<file path="src/rtl/mlw_pkg.sv">
// Shared constants and types for the modem line watcher.
// Assumes exactly two watched lines; bit order is part of the read format.
package mlw_pkg;
    localparam int NUM_LINES = 2;
    localparam int LINE_CTS  = 0;
    localparam int LINE_CD   = 1;
    localparam int RD_W      = NUM_LINES + 1;   // levels plus request-to-send

    typedef enum logic [1:0] {
        FS_UNPRIMED = 2'd0,   // no sample taken since reset
        FS_STEADY   = 2'd1,   // last sample matched the filtered level
        FS_SUSPECT  = 2'd2    // one differing sample seen, awaiting confirmation
    } filt_state_e;
endpackage

</file>
<file path="src/rtl/mlw_tick_gen.sv">
// Periodic sampling strobe counted from the system clock.
// Assumes TICK_CYCLES >= 2; the strobe is high for one cycle out of TICK_CYCLES.
module mlw_tick_gen #(
    parameter int TICK_CYCLES = 400000
) (
    input  logic clk,
    input  logic rst_n,
    output logic tick_o
);
    localparam int CNT_W = (TICK_CYCLES > 2) ? $clog2(TICK_CYCLES) : 1;
    localparam logic [CNT_W-1:0] LAST = CNT_W'(TICK_CYCLES - 1);

    logic [CNT_W-1:0] cnt_q;

    // strobe when the counter reaches its last value
    assign tick_o = (cnt_q == LAST);

    // free-running period counter
    always_ff @(posedge clk) begin
        if (!rst_n)      cnt_q <= '0;
        else if (tick_o) cnt_q <= '0;
        else             cnt_q <= cnt_q + 1'b1;
    end

    p_tick_single_r1: assert property (@(posedge clk) disable iff (!rst_n)
        tick_o |=> !tick_o);
    p_tick_restart_r1: assert property (@(posedge clk) disable iff (!rst_n)
        tick_o |=> (cnt_q == '0));
endmodule

</file>
<file path="src/rtl/mlw_line_filter.sv">
// Two-sample confirmation filter for one asynchronous modem line.
// Synchronises the line, samples it on tick_i, and reports accepted changes
// as a pulse and a sticky flag while en_i is high. Assumes ticks at least
// two cycles apart.
module mlw_line_filter
    import mlw_pkg::*;
(
    input  logic clk,
    input  logic rst_n,
    input  logic tick_i,
    input  logic en_i,
    input  logic raw_i,
    input  logic ack_i,
    output logic level_o,
    output logic pulse_o,
    output logic pend_o
);
    logic [1:0]  sync_q;
    filt_state_e state_q;
    logic        level_q;
    logic        pulse_q;
    logic        pend_q;
    logic        smp;
    logic        accept;

    assign smp    = sync_q[1];
    assign accept = tick_i && (state_q == FS_SUSPECT) && (smp != level_q);

    // two-flop synchroniser for the asynchronous line
    always_ff @(posedge clk) begin
        if (!rst_n) sync_q <= 2'b00;
        else        sync_q <= {sync_q[0], raw_i};
    end

    // confirmation state machine and filtered level, advanced on ticks only
    always_ff @(posedge clk) begin
        if (!rst_n) begin
            state_q <= FS_UNPRIMED;
            level_q <= 1'b0;
        end else if (tick_i) begin
            unique case (state_q)
                FS_UNPRIMED: begin
                    level_q <= smp;
                    state_q <= FS_STEADY;
                end
                FS_STEADY: begin
                    if (smp != level_q) state_q <= FS_SUSPECT;
                end
                FS_SUSPECT: begin
                    if (smp != level_q) level_q <= smp;
                    state_q <= FS_STEADY;
                end
                default: state_q <= FS_STEADY;
            endcase
        end
    end

    // one-cycle change event when detection is enabled
    always_ff @(posedge clk) begin
        if (!rst_n) pulse_q <= 1'b0;
        else        pulse_q <= accept && en_i;
    end

    // sticky flag: set wins over acknowledge
    always_ff @(posedge clk) begin
        if (!rst_n)               pend_q <= 1'b0;
        else if (accept && en_i)  pend_q <= 1'b1;
        else if (ack_i)           pend_q <= 1'b0;
    end

    assign level_o = level_q;
    assign pulse_o = pulse_q;
    assign pend_o  = pend_q;

    p_level_on_tick_r3: assert property (@(posedge clk) disable iff (!rst_n)
        (level_q != $past(level_q)) |-> $past(tick_i));
    p_pulse_needs_en_r5: assert property (@(posedge clk) disable iff (!rst_n)
        pulse_q |-> $past(en_i && tick_i));
    p_pulse_single_r4: assert property (@(posedge clk) disable iff (!rst_n)
        pulse_q |=> !pulse_q);
    p_pend_rise_r6: assert property (@(posedge clk) disable iff (!rst_n)
        $rose(pend_q) |-> pulse_q);
    p_pend_hold_r6: assert property (@(posedge clk) disable iff (!rst_n)
        (pend_q && !ack_i) |=> pend_q);
endmodule

</file>
<file path="src/rtl/mlw_host_port.sv">
// Host side: request-to-send register and registered pin-read response.
// Read data shows the state from before the requesting edge.
module mlw_host_port
    import mlw_pkg::*;
(
    input  logic                 clk,
    input  logic                 rst_n,
    input  logic [NUM_LINES-1:0] levels_i,
    input  logic                 rts_wr_i,
    input  logic                 rts_val_i,
    input  logic                 rd_req_i,
    output logic                 rts_o,
    output logic                 rd_valid_o,
    output logic [RD_W-1:0]      rd_data_o
);
    logic            rts_q;
    logic            rd_valid_q;
    logic [RD_W-1:0] rd_data_q;

    // request-to-send level, high out of reset
    always_ff @(posedge clk) begin
        if (!rst_n)        rts_q <= 1'b1;
        else if (rts_wr_i) rts_q <= rts_val_i;
    end

    // capture the pin snapshot on a read request
    always_ff @(posedge clk) begin
        if (!rst_n) begin
            rd_valid_q <= 1'b0;
            rd_data_q  <= '0;
        end else begin
            rd_valid_q <= rd_req_i;
            if (rd_req_i) rd_data_q <= {rts_q, levels_i};
        end
    end

    assign rts_o      = rts_q;
    assign rd_valid_o = rd_valid_q;
    assign rd_data_o  = rd_data_q;

    p_rts_hold_r8: assert property (@(posedge clk) disable iff (!rst_n)
        !rts_wr_i |=> $stable(rts_o));
    p_rd_answer_r7: assert property (@(posedge clk) disable iff (!rst_n)
        rd_req_i |=> rd_valid_o);
    p_rd_quiet_r7: assert property (@(posedge clk) disable iff (!rst_n)
        !rd_req_i |=> !rd_valid_o);
endmodule

</file>
<file path="src/rtl/modem_line_watch.sv">
// Top level: tick generator, one confirmation filter per modem line, and
// the host port. Line order: bit 0 clear-to-send, bit 1 carrier-detect.
module modem_line_watch
    import mlw_pkg::*;
#(
    parameter int TICK_CYCLES = 400000
) (
    input  logic                 clk,
    input  logic                 rst_n,
    input  logic                 detect_en,
    input  logic                 cts_in,
    input  logic                 cd_in,
    input  logic                 rts_wr,
    input  logic                 rts_wr_val,
    output logic                 rts_out,
    input  logic                 rd_req,
    output logic                 rd_valid,
    output logic [RD_W-1:0]      rd_data,
    input  logic [NUM_LINES-1:0] chg_ack,
    output logic [NUM_LINES-1:0] chg_pulse,
    output logic [NUM_LINES-1:0] chg_pend
);
    logic                 tick;
    logic [NUM_LINES-1:0] raw;
    logic [NUM_LINES-1:0] levels;

    assign raw[LINE_CTS] = cts_in;
    assign raw[LINE_CD]  = cd_in;

    mlw_tick_gen #(.TICK_CYCLES(TICK_CYCLES)) u_tick (
        .clk    (clk),
        .rst_n  (rst_n),
        .tick_o (tick)
    );

    for (genvar g = 0; g < NUM_LINES; g++) begin : g_line
        mlw_line_filter u_filt (
            .clk     (clk),
            .rst_n   (rst_n),
            .tick_i  (tick),
            .en_i    (detect_en),
            .raw_i   (raw[g]),
            .ack_i   (chg_ack[g]),
            .level_o (levels[g]),
            .pulse_o (chg_pulse[g]),
            .pend_o  (chg_pend[g])
        );
    end

    mlw_host_port u_host (
        .clk        (clk),
        .rst_n      (rst_n),
        .levels_i   (levels),
        .rts_wr_i   (rts_wr),
        .rts_val_i  (rts_wr_val),
        .rd_req_i   (rd_req),
        .rts_o      (rts_out),
        .rd_valid_o (rd_valid),
        .rd_data_o  (rd_data)
    );
endmodule

</file>
<file path="config.mk">
export PLATFORM = sky130hd
export DESIGN_NAME = modem_line_watch
export DESIGN_NICKNAME = d
export VERILOG_FILES = /design/src/rtl/mlw_pkg.sv /design/src/rtl/mlw_tick_gen.sv /design/src/rtl/mlw_line_filter.sv /design/src/rtl/mlw_host_port.sv /design/src/rtl/modem_line_watch.sv
export SDC_FILE = /design/constraint.sdc
export NUM_CORES = 1
export LEC_CHECK = 0
export CAP_MARGIN = 20
export CORE_UTILIZATION = 54
export DETAILED_ROUTE_END_ITERATION = 12
export PLACE_DENSITY = 0.77
export SYNTH_ARGS = -nofsm -noshare
export SYNTH_HDL_FRONTEND = slang
export SYNTH_SLANG_ARGS = --single-unit
</file>
<file path="constraint.sdc">
create_clock -name clk -period 2.25 [get_ports clk]
set_clock_uncertainty 0.15 [all_clocks]
set_input_delay 0.45 -clock clk [delete_from_list [all_inputs] [get_ports clk]]
set_output_delay 0.45 -clock clk [all_outputs]
set_load 0.1 [all_outputs]
</file>
==> impl_metrics.ini <==
[critical_path]
path_class = flop to flop
start_kind = flop
endpoint_kind = flop
path_max_fanout = 8
cp.required_ns = 2.35
r2r_slack_ns = 0.29
crit_arrival_ns = 2.06

[route]
route.vias.total = 1261
routed_wl_um = 3040
wl_per_cell_um = 13.8
dr.pass1.iters = 8
via_per_inst = 5.71
drc_errors = 2
drtIter0Drc = 39
drtAntennaViolNets = 0

[floorplan]
fp.dieW_um = 56.9
start_util_pct = 58.0
dieArea_mm2 = 0.00324
fp.dieH_um = 56.9
rows = 19
coreArea_mm2 = 0.00281
io_pins = 19

[job]
max_cap_violations = 0

[status]
outcome = finished with violations
failed_checks = design-rule violations

[finish]
antenna_cells = 0
finalCoreUtilization_pct = 65.2
n_fill_cell = 247
drive_gt1_share_pct = 11.1
final_cells = 221
syn_to_final_growth_pct = 12.5
fin_area_mm2 = 0.00183
final_nets = 202

[yosys]
seq_area_frac_synth_pct = 46.8
netlist_area_mm2 = 0.00163
synth_cell_types = 32
syn_avg_cell_area_um2 = 9.40
netlist_instances = 173
synthesis.nets = 184
yosysWarnings = 0
ys_ff_latch = 38

[placement]
place_hpwl_um = 2210
gp_congestion = 0.814
dp_cells = 215
io_buffers = 18
placed_cell_area_mm2 = 0.00178

[sta]
setup_viol = 0
maxSlewHeadroom_pct = 78.3
fin_crit_ns = 1.96
tightest_slew_ns = 0.323
max_freq_mhz = 510
whs_ns = 0.296
slew_violations = 0
rsz0062_at_grt = no
fin_setup_tns_ns = 0
post-route-period-util_pct = 87.1
hold_viol = 0

[power]
p_leak_uw = 0.000717
ir_worst_vdd_mv = 0.575
power_density_mw_per_mm2 = 613

[clock_network]
cts_root_buffer = clkbuf_4
clkTransAtPathRegs_ns = 0.10
post_cts_resized = 0
cts_hold_buf = 0
tritoncts = done
insertion_delay_ns = 0.34
cts_buffer_depth = 2
numCtsBuffers = 5
htreeDepth = 2
cts_setup_buffers = 0
clock_sinks = 38

[global_routing]
grt_max_degree = 18
grt_overflow = 0
grt_usage_pct = 21.5
antenna_found_initial = 0
grt_first_pass_wirelength_um = 5330
grt_pass1_vias = 1235

[hold_path]
min_path_type = flop to flop
-- cells in the mapped netlist (all sizes together) --
library cell	n	area, um2
dfxtp	38	761
nor2	20	75.1
nand3	11	55.1
xor2	10	87.6
and2	9	56.3
a21oi	8	40.0
buf	7	52.6
nand2	7	26.3
nand4	7	65.1
o21ai	7	38.8
and4	6	52.6
xnor2	5	43.8
inv	4	15.0
mux2i	4	40.0
or3	4	25.0
clkbuf	3	15.0
nor3	3	15.0
nor4	3	18.8
a32o	2	20.0
and3	2	12.5
nand2b	2	12.5
nand4b	2	17.5
nor3b	2	15.0
o211a	2	20.0
o31ai	2	15.0
and3b	1	8.76
ha	1	12.5
nor4bb	1	10.0
-- flip-flops by register name, summed over array words and instances (netlist names) --
register,count
u_host.rd_valid_o,1
u_host.rts_o,1
g_line.u_filt.sync_q,4
g_line.u_filt.level_o,2
g_line.u_filt.state_q,4
u_host.rd_data_o,3
g_line.u_filt.pulse_o,2
g_line.u_filt.pend_o,2
u_tick.cnt_q,19
-- routing by layer --
layer / vias to the layer above / routed length (um) / GRT usage (%)
met5: - / 0 / 0
met1: 583 / 1520 / 28.0
li1: 641 / - / -
met2: 30 / 1320 / 32.3
met3: 7 / 136 / 5.07
met4: 0 / 67 / 12.5
-- layout by cell type (no fill, tap or decap), drive strengths merged, types with 7 or more instances in the layout --
| master | count |
|---|---|
| dfxtp | 38 |
| nor2 | 20 |
| buf | 12 |
| nand3 | 11 |
| xor2 | 10 |
| and2 | 9 |
| clkdlybuf4s50 | 9 |
| a21oi | 8 |
| nand2 | 7 |
| o21ai | 7 |
| nand4 | 7 |
-- path summary, 6_finish.rpt --
| path | startpoint | endpoint | depth (start not counted) |
|---|---|---|---|
| min | g_line[0].u_filt.sync_q[0] | g_line[0].u_filt.sync_q[1] | 1 |
| max reg2reg | u_tick.cnt_q[0] | g_line[1].u_filt.pulse_o | 5 |
| max | u_tick.cnt_q[0] | g_line[1].u_filt.pulse_o | 5 |
| min reg2reg | g_line[0].u_filt.sync_q[0] | g_line[0].u_filt.sync_q[1] | 1 |
-- area by class of cell --
cell class	count	area (um2)	share of cell area (%)
inverter	4	15.0	0.821
clock buffer	6	51.3	2.80
timing repair buffer	21	180	9.85
sequential	38	761	41.6
multi-input combinational	121	783	42.8
tap	31	38.8	2.12
-- through the flow --
step                power, uW  setup WS [ns]
finish                   1120          0.290
global route             1160         0.0797
CTS                      1130          0.304
detailed placement        786          0.325
global placement          785          0.438
floorplan                 754          0.521
-- report_power, final --
group / switching [uW] / leakage (uW) / total (uW) / internal, uW
Sequential: 7.31 / 0.000308 / 691 / 684
Clock: 210 / 0.0000302 / 351 / 141
Combinational: 48.7 / 0.000379 / 79.8 / 31.1
Total: 266 / 0.000717 / 1120 / 856
-- logic make-up (layout without fill, tap and decap cells) --
| logic type | after synthesis | count (layout) | share of synthesized area [%] |
|---|---|---|---|
| flip-flops | 38 | 38 | 46.8 |
| adder cells (fa/ha/maj) | 1 | 1 | 0.769 |
| AO/OA/AOI/OAI | 21 | 21 | 8.23 |
| XOR/XNOR | 15 | 15 | 8.08 |
| buffers and inverters | 14 | 31 | 5.08 |
| multiplexers | 4 | 4 | 2.46 |
| AND/OR/NAND/NOR | 80 | 80 | 28.6 |
-- critical path, cell delays in order, from the launching register on --
cell and delay [ns]:
dfxtp_1 0.39, ha_1 0.23, and4_1 0.42, and2_1 0.28
nand2_1 0.12, nor4_1 0.28
Power figures use the tool's default switching activity.
